===== config.mk =====
export PLATFORM = sky130hd
export DESIGN_NAME = amo_unit
export DESIGN_NICKNAME = d
export VERILOG_FILES = /design/src/rtl/amo_pkg.sv /design/src/rtl/amo_rr_arbiter.sv /design/src/rtl/amo_exec.sv /design/src/rtl/amo_resv.sv /design/src/rtl/amo_unit.sv
export SDC_FILE = /design/constraint.sdc
export NUM_CORES = 1
export LEC_CHECK = 0
export ABC_CLOCK_PERIOD_IN_PS = 6750
export BUFFER_PORTS_ARGS = -buffer_cell sky130_fd_sc_hd__buf_2
export CAP_MARGIN = 20
export CORE_MARGIN = 2
export CORE_UTILIZATION = 55
export DETAILED_ROUTE_END_ITERATION = 10
export GPL_TIMING_DRIVEN = 0
export HOLD_SLACK_MARGIN = 0.12
export PLACE_DENSITY_LB_ADDON = 0.15
export RECOVER_POWER = 25
export SLEW_MARGIN = 20
export SYNTH_ARGS = -nofsm -noshare
export SYNTH_HDL_FRONTEND = slang
export SYNTH_SLANG_ARGS = --single-unit
export TNS_END_PERCENT = 100

===== constraint.sdc =====
create_clock -name clk -period 6.75 [get_ports clk]
set_clock_uncertainty 0.15 [all_clocks]
set_input_delay 0.675 -clock clk [delete_from_list [all_inputs] [get_ports clk]]
set_output_delay 0.675 -clock clk [all_outputs]
set_load 0.02 [all_outputs]

===== src/rtl/amo_pkg.sv =====
// Package: shared operation codes for the atomic memory unit.
// Assumes a 3-bit operation field; codes 5..7 behave as a peek.
package amo_pkg;
    localparam int OP_W = 3;

    typedef enum logic [OP_W-1:0] {
        AMO_SWAP = 3'd0,
        AMO_TAS  = 3'd1,
        AMO_FINC = 3'd2,
        AMO_LL   = 3'd3,
        AMO_SC   = 3'd4,
        AMO_PEEK = 3'd5
    } amo_op_e;
endpackage


===== src/rtl/amo_rr_arbiter.sv =====
// Rotating-priority arbiter: grants at most one valid requester per cycle,
// starting the search just after the last winner.
// Assumes requesters hold req until granted; NUM_REQ >= 2.
module amo_rr_arbiter #(
    parameter int NUM_REQ = 4,
    parameter int ID_W    = $clog2(NUM_REQ)
) (
    input  logic               clk,
    input  logic               rst_n,
    input  logic [NUM_REQ-1:0] req,
    output logic [NUM_REQ-1:0] grant,
    output logic [ID_W-1:0]    grant_idx,
    output logic               grant_any
);
    logic [ID_W-1:0] last_q;
    logic            armed_q;

    function automatic logic [ID_W-1:0] wrap_idx(input int v);
        return ID_W'(v % NUM_REQ);
    endfunction

    // Search the requesters in rotated order and pick the first pending one.
    always_comb begin
        grant     = '0;
        grant_idx = '0;
        grant_any = 1'b0;
        for (int k = 1; k <= NUM_REQ; k++) begin
            if (!grant_any && req[wrap_idx(int'(last_q) + k)]) begin
                grant_any                          = 1'b1;
                grant_idx                          = wrap_idx(int'(last_q) + k);
                grant[wrap_idx(int'(last_q) + k)]  = 1'b1;
            end
        end
    end

    // Remember the last winner; reset makes requester 0 rank first.
    always_ff @(posedge clk) begin
        if (!rst_n)         last_q <= ID_W'(NUM_REQ - 1);
        else if (grant_any) last_q <= grant_idx;
    end

    // Mark the first cycle whose previous cycle was out of reset.
    always_ff @(posedge clk) begin
        if (!rst_n) armed_q <= 1'b0;
        else        armed_q <= 1'b1;
    end

    p_one_grant_r9: assert property (@(posedge clk) disable iff (!rst_n)
        $onehot0(grant));

    p_grant_has_req_r9: assert property (@(posedge clk) disable iff (!rst_n)
        (grant & ~req) == '0);

    p_winner_yields_r10: assert property (@(posedge clk) disable iff (!rst_n)
        (armed_q && $past(grant_any) && req[$past(grant_idx)] && ($countones(req) > 1))
        |-> !grant[$past(grant_idx)]);
endmodule


===== src/rtl/amo_exec.sv =====
// Operation datapath: from the operation code, the word read and the
// reservation match, forms the write value, write enable and success flag.
// Assumes the caller gates the outputs with the grant.
module amo_exec
    import amo_pkg::*;
#(
    parameter int DATA_W = 16
) (
    input  logic [OP_W-1:0]   op,
    input  logic [DATA_W-1:0] old_word,
    input  logic [DATA_W-1:0] wdata,
    input  logic              resv_hit,
    output logic [DATA_W-1:0] new_word,
    output logic              wr_en,
    output logic              ok,
    output logic              link_set,
    output logic              link_drop
);
    // Decode one operation into its memory and reservation effects.
    always_comb begin
        new_word  = wdata;
        wr_en     = 1'b0;
        ok        = 1'b0;
        link_set  = 1'b0;
        link_drop = 1'b0;
        case (amo_op_e'(op))
            AMO_SWAP: begin
                wr_en = 1'b1;
                ok    = 1'b1;
            end
            AMO_TAS: begin
                new_word = DATA_W'(1);
                wr_en    = (old_word == '0);
                ok       = (old_word == '0);
            end
            AMO_FINC: begin
                new_word = old_word + DATA_W'(1);
                wr_en    = 1'b1;
                ok       = 1'b1;
            end
            AMO_LL: begin
                ok       = 1'b1;
                link_set = 1'b1;
            end
            AMO_SC: begin
                wr_en     = resv_hit;
                ok        = resv_hit;
                link_drop = 1'b1;
            end
            default: ;
        endcase
    end
endmodule


===== src/rtl/amo_resv.sv =====
// Link reservation table: one valid bit and address per requester, set by
// load-linked, dropped by the owner's store-conditional or by any write to
// the reserved address. Assumes at most one event per cycle.
module amo_resv #(
    parameter int NUM_REQ = 4,
    parameter int ADDR_W  = 4,
    parameter int ID_W    = $clog2(NUM_REQ)
) (
    input  logic              clk,
    input  logic              rst_n,
    input  logic [ID_W-1:0]   who,
    input  logic [ADDR_W-1:0] addr,
    input  logic              set_en,
    input  logic              drop_en,
    input  logic              wr_en,
    output logic              hit
);
    logic [NUM_REQ-1:0]             live_q;
    logic [NUM_REQ-1:0][ADDR_W-1:0] addr_q;

    // The granted requester's reservation matches the current address.
    assign hit = live_q[who] && (addr_q[who] == addr);

    for (genvar i = 0; i < NUM_REQ; i++) begin : g_slot
        // Track one requester's reservation.
        always_ff @(posedge clk) begin
            if (!rst_n) begin
                live_q[i] <= 1'b0;
                addr_q[i] <= '0;
            end else if (set_en && who == ID_W'(i)) begin
                live_q[i] <= 1'b1;
                addr_q[i] <= addr;
            end else if ((drop_en && who == ID_W'(i)) ||
                         (wr_en && addr_q[i] == addr)) begin
                live_q[i] <= 1'b0;
            end
        end

        p_own_sc_drops_r6: assert property (@(posedge clk) disable iff (!rst_n)
            (drop_en && who == ID_W'(i)) |=> !live_q[i]);

        p_write_kills_link_r7: assert property (@(posedge clk) disable iff (!rst_n)
            (wr_en && live_q[i] && addr_q[i] == addr) |=> !live_q[i]);
    end
endmodule


===== src/rtl/amo_unit.sv =====
// Atomic memory unit top: arbitrates requesters, performs one read-modify-
// write per cycle on a flop-array memory and returns a registered response.
// Assumes requesters hold their request until req_grant; NUM_REQ >= 2.
module amo_unit
    import amo_pkg::*;
#(
    parameter int NUM_REQ = 4,
    parameter int ADDR_W  = 4,
    parameter int DATA_W  = 16
) (
    input  logic                             clk,
    input  logic                             rst_n,
    input  logic [NUM_REQ-1:0]               req_valid,
    input  logic [NUM_REQ-1:0][OP_W-1:0]     req_op,
    input  logic [NUM_REQ-1:0][ADDR_W-1:0]   req_addr,
    input  logic [NUM_REQ-1:0][DATA_W-1:0]   req_wdata,
    output logic [NUM_REQ-1:0]               req_grant,
    output logic                             rsp_valid,
    output logic [$clog2(NUM_REQ)-1:0]       rsp_id,
    output logic [DATA_W-1:0]                rsp_data,
    output logic                             rsp_ok
);
    localparam int ID_W  = $clog2(NUM_REQ);
    localparam int DEPTH = 1 << ADDR_W;

    logic [DATA_W-1:0] mem_q [DEPTH];
    logic [ID_W-1:0]   win;
    logic              win_any;
    logic [ADDR_W-1:0] sel_addr;
    logic [DATA_W-1:0] old_word;
    logic [DATA_W-1:0] new_word;
    logic              exe_wr, exe_ok, exe_set, exe_drop, resv_hit;
    logic              wr_go;
    logic [ADDR_W-1:0] last_addr_q;

    amo_rr_arbiter #(.NUM_REQ(NUM_REQ), .ID_W(ID_W)) u_arb (
        .clk       (clk),
        .rst_n     (rst_n),
        .req       (req_valid),
        .grant     (req_grant),
        .grant_idx (win),
        .grant_any (win_any)
    );

    // Route the winner's address and read the word it names.
    assign sel_addr = req_addr[win];
    assign old_word = mem_q[sel_addr];

    amo_exec #(.DATA_W(DATA_W)) u_exec (
        .op        (req_op[win]),
        .old_word  (old_word),
        .wdata     (req_wdata[win]),
        .resv_hit  (resv_hit),
        .new_word  (new_word),
        .wr_en     (exe_wr),
        .ok        (exe_ok),
        .link_set  (exe_set),
        .link_drop (exe_drop)
    );

    assign wr_go = win_any && exe_wr;

    amo_resv #(.NUM_REQ(NUM_REQ), .ADDR_W(ADDR_W), .ID_W(ID_W)) u_resv (
        .clk     (clk),
        .rst_n   (rst_n),
        .who     (win),
        .addr    (sel_addr),
        .set_en  (win_any && exe_set),
        .drop_en (win_any && exe_drop),
        .wr_en   (wr_go),
        .hit     (resv_hit)
    );

    // Clear the memory on reset; otherwise commit the winner's write.
    always_ff @(posedge clk) begin
        if (!rst_n) begin
            for (int a = 0; a < DEPTH; a++) mem_q[a] <= '0;
        end else if (wr_go) begin
            mem_q[sel_addr] <= new_word;
        end
    end

    // Register the response one cycle after the grant.
    always_ff @(posedge clk) begin
        if (!rst_n) begin
            rsp_valid   <= 1'b0;
            rsp_id      <= '0;
            rsp_data    <= '0;
            rsp_ok      <= 1'b0;
            last_addr_q <= '0;
        end else begin
            rsp_valid   <= win_any;
            rsp_id      <= win;
            rsp_data    <= old_word;
            rsp_ok      <= win_any && exe_ok;
            last_addr_q <= sel_addr;
        end
    end

    p_rsp_follows_grant_r9: assert property (@(posedge clk) disable iff (!rst_n)
        win_any |=> (rsp_valid && rsp_id == $past(win)));

    p_idle_no_rsp_r9: assert property (@(posedge clk) disable iff (!rst_n)
        !win_any |=> !rsp_valid);

    // A failed operation (TAS on a held lock, failed SC, peek) leaves its word intact.
    p_fail_keeps_word_r6: assert property (@(posedge clk) disable iff (!rst_n)
        (rsp_valid && !rsp_ok) |-> (mem_q[last_addr_q] == rsp_data));
endmodule


-- After elaboration in Yosys (flattened, before gate mapping)
Memory sizes are Yosys's and may differ from the RTL's.
Cells that the tools add are included.
- multiply operators: 0
- reductions and logical operators: 41
- muxes and demuxes: 58
- $add $sub $neg: 5
- shift operators: 0
- bitwise gates (word level): 3
- divide/modulo/power cells: 0
- order comparisons: 9
- eq/ne operators: 12
- operators with widths (operator ; count):
    $bmux W16 S2 ; 1
    $mux W16 ; 2
    $pmux W16 S2 ; 1
    $mux W1 ; 28
    $mux W4 ; 7
    $logic_and A1 B1 Y1 ; 24
    $eq A4 B4 Y1 ; 5
    $add A16 B1 Y16 const B ; 1
    $bmux W4 S2 ; 2
    $logic_not A16 Y1 ; 1
    $reduce_or A16 Y1 ; 1
    $lt A2 B3 Y1 const B ; 5
    $or A4 B4 Y4 ; 3
    $bmux W1 S2 ; 5
    $demux W1 S2 ; 4
    $ge A2 B1 Y1 const B ; 4
    $mux W2 ; 4
    $reduce_bool A2 Y1 ; 4
    $bmux W3 S2 ; 1
    $eq A3 B2 Y1 const B ; 2
    $pmux W1 S3 ; 2
    $add A2 B1 Y2 const B ; 2
    $add A2 B2 Y2 const B ; 2
    $eq A2 B2 Y1 const B ; 2
    other kinds (10) ; 15
- output and inout bits: 24
- memory bits (writable): 256
- register bits after elaboration: 42
- word-level logic and storage cells: 142
- bits of input ports: 98
- memories: 1
- latch bits: 0
- ROM bits: 0
- memories (memory ; words ; bits a word ; rd ports ; clocked after memory_dff ; write ports ; RTL line ; RTL):
    mem_q ; 16 ; 16 ; 1 ; 0 ; 16 ; amo_unit.sv:26 ; logic [DATA_W-1:0] mem_q [DEPTH];

-- Depth between registers and ports, before layout
Gate-level depths: netlist of the first run.
- word-level depth: 24
- gate-level depth with buffers: 28
- mapped depth without buffers: 18

-- By module
A second synthesis of the first run with hierarchy kept.
- cells, all modules: 1224
- area, all modules: 15338.5 um^2
- by module, submodules not included (module ; area each (um^2) ; times used ; seq. area each (um^2) ; cells an instance):
    amo_unit ; 13027.5 ; 1 ; 8087.8 ; 958
    amo_resv ; 1166.1 ; 1 ; 400.4 ; 113
    amo_exec ; 625.6 ; 1 ; 0.0 ; 98
    amo_rr_arbiter ; 519.2 ; 1 ; 40.0 ; 55

-- Least setup slack after synthesis of the first run
No wires, ideal clock.
- path type: register -> register
- start point: register u_arb.last_q[0]
- end point: memory mem_q[11][0], enable pin
- arrival: 6.431 ns
- setup slack: -0.242 ns
- clock period less this slack: 6.992 ns
- library setup time: 0.411 ns
- data required time: 6.189 ns
- cell stages (with the launch flop): 23
- buffers on the path: 8
- cell sequence: dfxtp_1 > buf_6 > buf_2 > inv_1 > clkbuf_1 > ha_1 > clkbuf_1 > mux4_2 > or2_4 > a21o_4 > a21oi_4 > buf_6 > mux2i_4 > buf_2 > buf_6 > mux4_2 > nand2_1 > nand4_1 > nor4_1 > and4_1 > o21ai_1 > clkbuf_1 > o21ai_0
- RTL lines (element ; RTL line ; RTL):
    from (decl) ; amo_rr_arbiter.sv:15 ; logic [ID_W-1:0] last_q;
    from (signal assigned) ; amo_rr_arbiter.sv:38 ; if (!rst_n) last_q <= ID_W'(NUM_REQ - 1);
    from (signal assigned) ; amo_rr_arbiter.sv:39 ; else if (grant_any) last_q <= grant_idx;
    to (decl) ; amo_unit.sv:26 ;

==> results of run 1 <==
cells by family (layout without fill, tap and decap cells):
kind of cell    Yosys count  after routing
buf+inv                 151            380
simple gates            684            684
flops                   298            298
compound gates          199            199
fa+ha+maj                11             11
xor+xnor                 25             25
mux                     113            113
other cells               0              1
flip-flops by register name (all words and copies together), names as in the netlist:
name	cells
rsp_id	2
u_resv.addr_q	16
rsp_ok	1
u_resv.live_q	4
u_arb.last_q	2
mem_q	256
rsp_valid	1
rsp_data	16
Yosys cell counts (all sizes together), types with 16 or more instances:
cell type	count	share of area, %
nor2b	18	0.70
and2	22	0.86
o21ai	30	0.94
nor3	267	8.9
clkbuf	66	1.5
nand3	44	1.4
mux2i	82	5.2
and3	18	0.70
edfxtp	256	48
buf	74	2.8
a211oi	28	1.5
mux4	16	2.3
a32o	29	1.8
a21oi	16	0.59
dfxtp	42	5.3
nor2	51	1.2
nand2	213	5.0
layout by cell type (no fill, tap or decap), types with 13 or more instances in the layout:
cell type  instances
edfxtp_1         256
a32o_1            28
nor3_2            13
buf_4             48
mux4_2            16
clkbuf_4          17
and3_1            18
nor3_1           249
xnor2_1           15
nand2_1          213
and2_1            22
buf_6             27
a211oi_1          23
clkbuf_1          77
buf_2            123
mux2_2            13
a21oi_1           14
dfxtp_1           41
nand3_1           41
nor2_1            49
mux2i_1           80
nor2b_1           18
clkbuf_16         31
what timing repair did:
action | in CTS | in global routing
endpoints found under the setup margin | 517 | 511
setup buffers | 35 | 5
pin swaps | 19 | 3
resized for setup | 53 | 63
routing by layer:
metal / part of all wire (%) / wire length [um]
met4: 4.8 / 2540
met5: 0 / 0
met1: 38 / 20200
met2: 46 / 24300
met3: 11 / 6040
area by class of cell:
cell class,instances,area [um^2]
Inverter,11,41.3
Tap cell,384,480
Antenna cell,1,2.50
Timing Repair Buffer,176,1120
Clock buffer,37,798
Fill cell,2254,9470
Multi-Input combinational cell,1032,7200
Buffer,135,762
Sequential cell,298,8530
Clock inverter,21,226
through the flow:
| step | cells | setup TNS (ps) | setup WS [ps] | cell area, um^2 | util (%) |
|---|---|---|---|---|---|
| after floorplan | 1481 | -46370 | -242 | 16000 | - |
| after global placement | 1985 | -975010 | -2750 | 17100 | 59.6 |
| after detailed placement | 2001 | -701690 | -1770 | 17300 | 60.5 |
| after CTS | 2092 | -249 | -19.0 | 18900 | 66.1 |
| after global routing | 2094 | -133 | -26.0 | 19200 | 66.9 |
| final | 2095 | 0 | 121 | 19200 | 66.9 |
path summary, 6_finish.rpt:
path / end / start
setup / recovery: mem_q[7][7] / u_arb.last_q[0]
hold / removal: u_resv.addr_q[9] / u_resv.addr_q[9]
setup reg to reg: mem_q[7][7] / u_arb.last_q[0]
hold reg to reg: u_resv.addr_q[9] / u_resv.addr_q[9]
critical path, stage by stage, from the launching register on:
cell	delay, ps
dfxtp_2	390
buf_6	150
clkbuf_4	200
inv_1	80
clkbuf_4	220
ha_4	340
mux4_2	510
or2_4	280
a21o_4	230
a21oi_4	190
buf_6	190
mux2i_2	350
buf_4	280
clkbuf_4	270
buf_4	260
nand2_1	80
a32o_1	320
nor4_4	210
buf_4	200
nor3_1	80
and4_2	320
o21ai_4	300
buf_2	280
buf_2	330
nor3_1	110
==> qor.txt, run 1 <==
========================================================================================
Layout cells sized above 1                                                         23.6%
Area share of xor/xnor cells in the synthesized design                             1.37%
Largest net degree at the start of global routing                                     17
Critical path startpoint category                                              flip-flop
Worst slew margin relative to its limit                                            24.9%
Maximum buffer depth of the clock tree                                                 3
Cell chosen for the clock root                                                 clkbuf_16
GR met2 Demand/Resource                                                            54.5%
Post-Synthesis Net Count                                                           1,589
Total grt overflow                                                                     0
Met3 usage                                                                         7.35%
Number of clock sinks                                                                298
Starting DRT DRC Count                                                             2,122
Worst hold path class                                                            reg2reg
Start-to-end type of the worst setup path                                        reg2reg
Number of buffers added on ports                                                     120
Number of maximum-capacitance violations                                               0
Total wire length                                                                53.0 mm
Setup slack on the worst flop-to-flop path                                        120 ps
Number of buffers inserted during clock tree synthesis                                31
Top Ports                                                                            122
Worst Max-Slew Pin Slew                                                          1130 ps
Portion of the clock cycle consumed by the worst path in the final layout          98.2%
Per-cell routed wire length                                                      25.3 um
Area share of and/or/nand/nor cells after synthesis                                21.5%
Final RePlAce weighted congestion                                                  0.941
Ys Warns                                                                               0
Cell Rows                                                                             62
Pins over their slew limit                                                             0
Synth Flop Type                                                                 edfxtp_1
Starting density of the core                                                       55.8%
H-tree Lvls                                                                            1
Achievable Freq                                                                  151 MHz
DIE HEIGHT                                                                        174 um
Kind of end point of the critical path                                         flip-flop
Number of global-route vias before repair                                          12.9k
Data required time at the worst endpoint                                         6900 ps
Std-Cell Core Area                                                           28,600 um^2
Met1 Resource Use GR                                                               46.0%
Cts hold-fix bufs                                                                      0
Mux contribution to synthesized area                                               8.55%
GRT Resource Usage Total                                                           34.3%
Largest family of logic cells by synthesized area                           simple AND/OR/NAND/NOR gates
Number of detailed-route iterations in the first pass                                  8
Detailed-route vias per instance                                                    6.47
Fraction of the mapped netlist area in adder cells                                0.845%
Sequential cell area fraction in the yosys report                                  53.4%
Cells after Synth                                                                  1,481
Status                                                                      complete, no violations
Hold Fails Final Rpt                                                                   0
Hold Path Stages                                                                       2
Layout Area Growth over Synthesis                                                  19.9%
Count of cell types in the netlist                                                    81
Post-layout nets                                                                   1,793
TritonCTS clock tree                                                                 yes
Remaining antenna violation count after routing                                        0
Fraction of registers with async set or reset after synthesis                         0%
Total half-perimeter wirelength after legalization and detailed placement        36.8 mm
Clock transition at the registers of the reported paths                            60 ps
Area of the die                                                              30,400 um^2
Setup violations, final                                                                0
Antenna violations before repair                                                       0
X dimension of the die                                                            174 um
Via Count                                                                          13.6k
Compound-gate portion of the synthesized area                                      9.84%
Global-route wire length before repair                                           79.0 mm
Critical Path AT                                                                 6780 ps
Worst slack on hold paths                                                         407 ps
Post-Syn Area per Cell                                                         10.8 um^2
Highest-utilization routing layer at the global route stage                         met2
Worst Reg2Reg Path Length in Cells                                                    24
Netlist Area Pre-Place                                                       16,000 um^2
Clock period minus worst slack                                                   6630 ps
Number of remaining DRC errors                                                         0
Number of enable-type register cells in the synthesized netlist                      256
Max FO, Critical Path                                                                 13
Insertion delay of the later-clocked pin in the worst-skew pair                   590 ps
Post-synthesis register bit count                                                    298
========================================================================================
Power of run 1 is left out: the tool's default activity adds up to more than one toggle a clock period on the data nets, which glitch-free logic cannot reach.
==> run 2: changes to the inputs <==
CORE_UTILIZATION = 57   (was 55)
CTS_BUF_LIST = sky130_fd_sc_hd__clkbuf_8   (was default)
==> qor.txt, run 2 (synthesis gave the netlist of run 1 again) <==
========================================================================================
Status                                                                      complete, no violations   unchanged
GRT Resource Usage Total                                                           35.5%   was 34.3%
RSZ-0062 raised after global routing                                                true
Worst Max-Slew Pin Slew                                                          1010 ps   was 1130 ps
Layout Area Growth over Synthesis                                                  19.4%   was 19.9%
Std-Cell Core Area                                                           27,700 um^2   was 28,600 um^2
Largest net degree at the start of global routing                                     16   was 17
Critical path startpoint category                                              flip-flop   unchanged
Data required time at the worst endpoint                                         6920 ps   was 6900 ps
Total half-perimeter wirelength after legalization and detailed placement        36.8 mm   about the same
Maximum buffer depth of the clock tree                                                 3   unchanged
Portion of the clock cycle consumed by the worst path in the final layout          98.1%   was 98.2%
Number of clock sinks                                                                298   unchanged
Starting density of the core                                                       57.7%   was 55.8%
Remaining antenna violation count after routing                                        0   unchanged
Highest-count cells in the layout ignoring fill and taps                    edfxtp_1 (256), nor3_1 (250), nand2_1 (213)   was edfxtp_1 (256), nor3_1 (249), nand2_1 (213)
Hold Fails Final Rpt                                                                   0   unchanged
Post-layout nets                                                                   1,815   was 1,793
Clock transition at the registers of the reported paths                            60 ps   about the same
Cts hold-fix bufs                                                                      0   unchanged
H-tree Lvls                                                                            2   was 1
Per-cell routed wire length                                                      24.7 um   was 25.3 um
Via Count                                                                          13.6k   about the same
Post-layout util                                                                   68.9%   was 66.9%
Achievable Freq                                                                  151 MHz   about the same
Cell chosen for the clock root                                                  clkbuf_8   was clkbuf_16
Total wire length                                                                52.3 mm   was 53.0 mm
Leading cell type in the layout, fill and taps excluded                         edfxtp_1   unchanged
Start-to-end type of the worst setup path                                        reg2reg   unchanged
Max FO, Critical Path                                                                 13   unchanged
Final Worst Setup Slack                                                           126 ps   was 121 ps
X dimension of the die                                                            171 um   was 174 um
Worst setup slack before clock tree synthesis                                   -1840 ps   was -1770 ps
Antenna violations before repair                                                       0   unchanged
Clock period minus worst slack                                                   6620 ps   was 6630 ps
Global-route wire length before repair                                           77.2 mm   was 79.0 mm
Starting DRT DRC Count                                                             1,730   was 2,122
Kind of end point of the critical path                                         flip-flop   unchanged
TritonCTS clock tree                                                                 yes   unchanged
Pins over their slew limit                                                             0   unchanged
Final RePlAce weighted congestion                                                  0.932   was 0.941
Worst slew margin relative to its limit                                            33.0%   was 24.9%
Number of maximum-capacitance violations                                               0   unchanged
DIE HEIGHT                                                                        171 um   was 174 um
Largest registers in the final layout                                       mem_q x256, rsp_data x16, u_resv.addr_q x16   unchanged
Insertion delay of the later-clocked pin in the worst-skew pair                   590 ps   about the same
Number of buffers added on ports                                                     120   unchanged
Setup violations, final                                                                0   unchanged
Max reg flops                                                                        256   unchanged
Total grt overflow                                                                     0   unchanged
Number of global-route vias before repair                                          12.8k   was 12.9k
Number of detailed-route iterations in the first pass                                  6   was 8
Layout cells sized above 1                                                         24.3%   was 23.6%
Top Ports                                                                            122   unchanged
Number of remaining DRC errors                                                         0   unchanged
Largest Register                                                                   mem_q   unchanged
Area of the die                                                              29,400 um^2   was 30,400 um^2
Cell Rows                                                                             61   was 62
Critical Path AT                                                                 6800 ps   was 6780 ps
Worst hold path class                                                            reg2reg   unchanged
Detailed-route vias per instance                                                    6.42   was 6.47
Number of buffers inserted during clock tree synthesis                                50   was 31
========================================================================================
## run 2: cell types whose count changed in the layout (fill, tap and decap cells not counted), sizes merged
cell / delta
buf: -3
inv: +13
clkbuf: +21
bufinv: -4
clkinv: +6
## run 2: per-stage QoR
step	hold WS [ps]	instance area [um^2]	TNS [ps]	instances
detailed placement	387	17300	-753220	1995
global placement	379	17100	-1019540	1979
finish	395	19100	0	2122
global route	415	19100	-414	2121
floorplan	367	16000	-46370	1481
CTS	395	18800	0	2119
## run 2: path summary, 6_finish.rpt
kind / to / cells after the start / slack, ps / startpoint
setup / recovery: mem_q[3][11] / 24 / 130 / u_arb.last_q[0]
hold / removal: u_resv.addr_q[9] / 2 / 400 / u_resv.addr_q[9]
setup reg to reg: mem_q[3][11] / 24 / 130 / u_arb.last_q[0]
hold reg to reg: u_resv.addr_q[9] / 2 / 400 / u_resv.addr_q[9]
## run 2: area by class of cell
class,count,area (um^2)
plain buffers,135,796
clock buffers,52,716
repair buffers,179,1140
clock inverters,36,159
well taps,378,473
multi-input cells,1032,7230
inverters,11,41.3
fillers,2149,8620
diodes,1,2.50
flip-flops and latches,298,8530
## run 2: per-layer routing
metal  track usage [%]  up-vias  share of wire (%)
met5                 0        -                  0
met4              16.7        0                4.8
met3              8.01      144                 11
met2              57.4      899                 46
met1              45.7     6529                 38
li1                  -     6061                  -
## run 2: critical path: stages, from the launching register on
cell and delay [ps]:
dfxtp_2 380, buf_6 150, clkbuf_4 210, inv_1 80, clkbuf_4 230, ha_4 350, mux4_2 520, or2_4 280
a21o_4 220, a21oi_4 180, buf_6 190, mux2i_2 350, buf_4 280, clkbuf_4 270, buf_4 270, nand2_1 80
a32o_1 320, nor4_4 220, buf_4 200, nor3_1 80, and4_2 320, o21ai_4 320, buf_4 310, o21ai_4 130
buf_6 240
## run 2: what timing repair did
action,4_1_cts,5_1_grt
gates resized for setup,62,74
setup endpoints to repair,517,512
pin swaps,17,4
setup buffers,38,5
Power of run 2 is left out for the same reason.
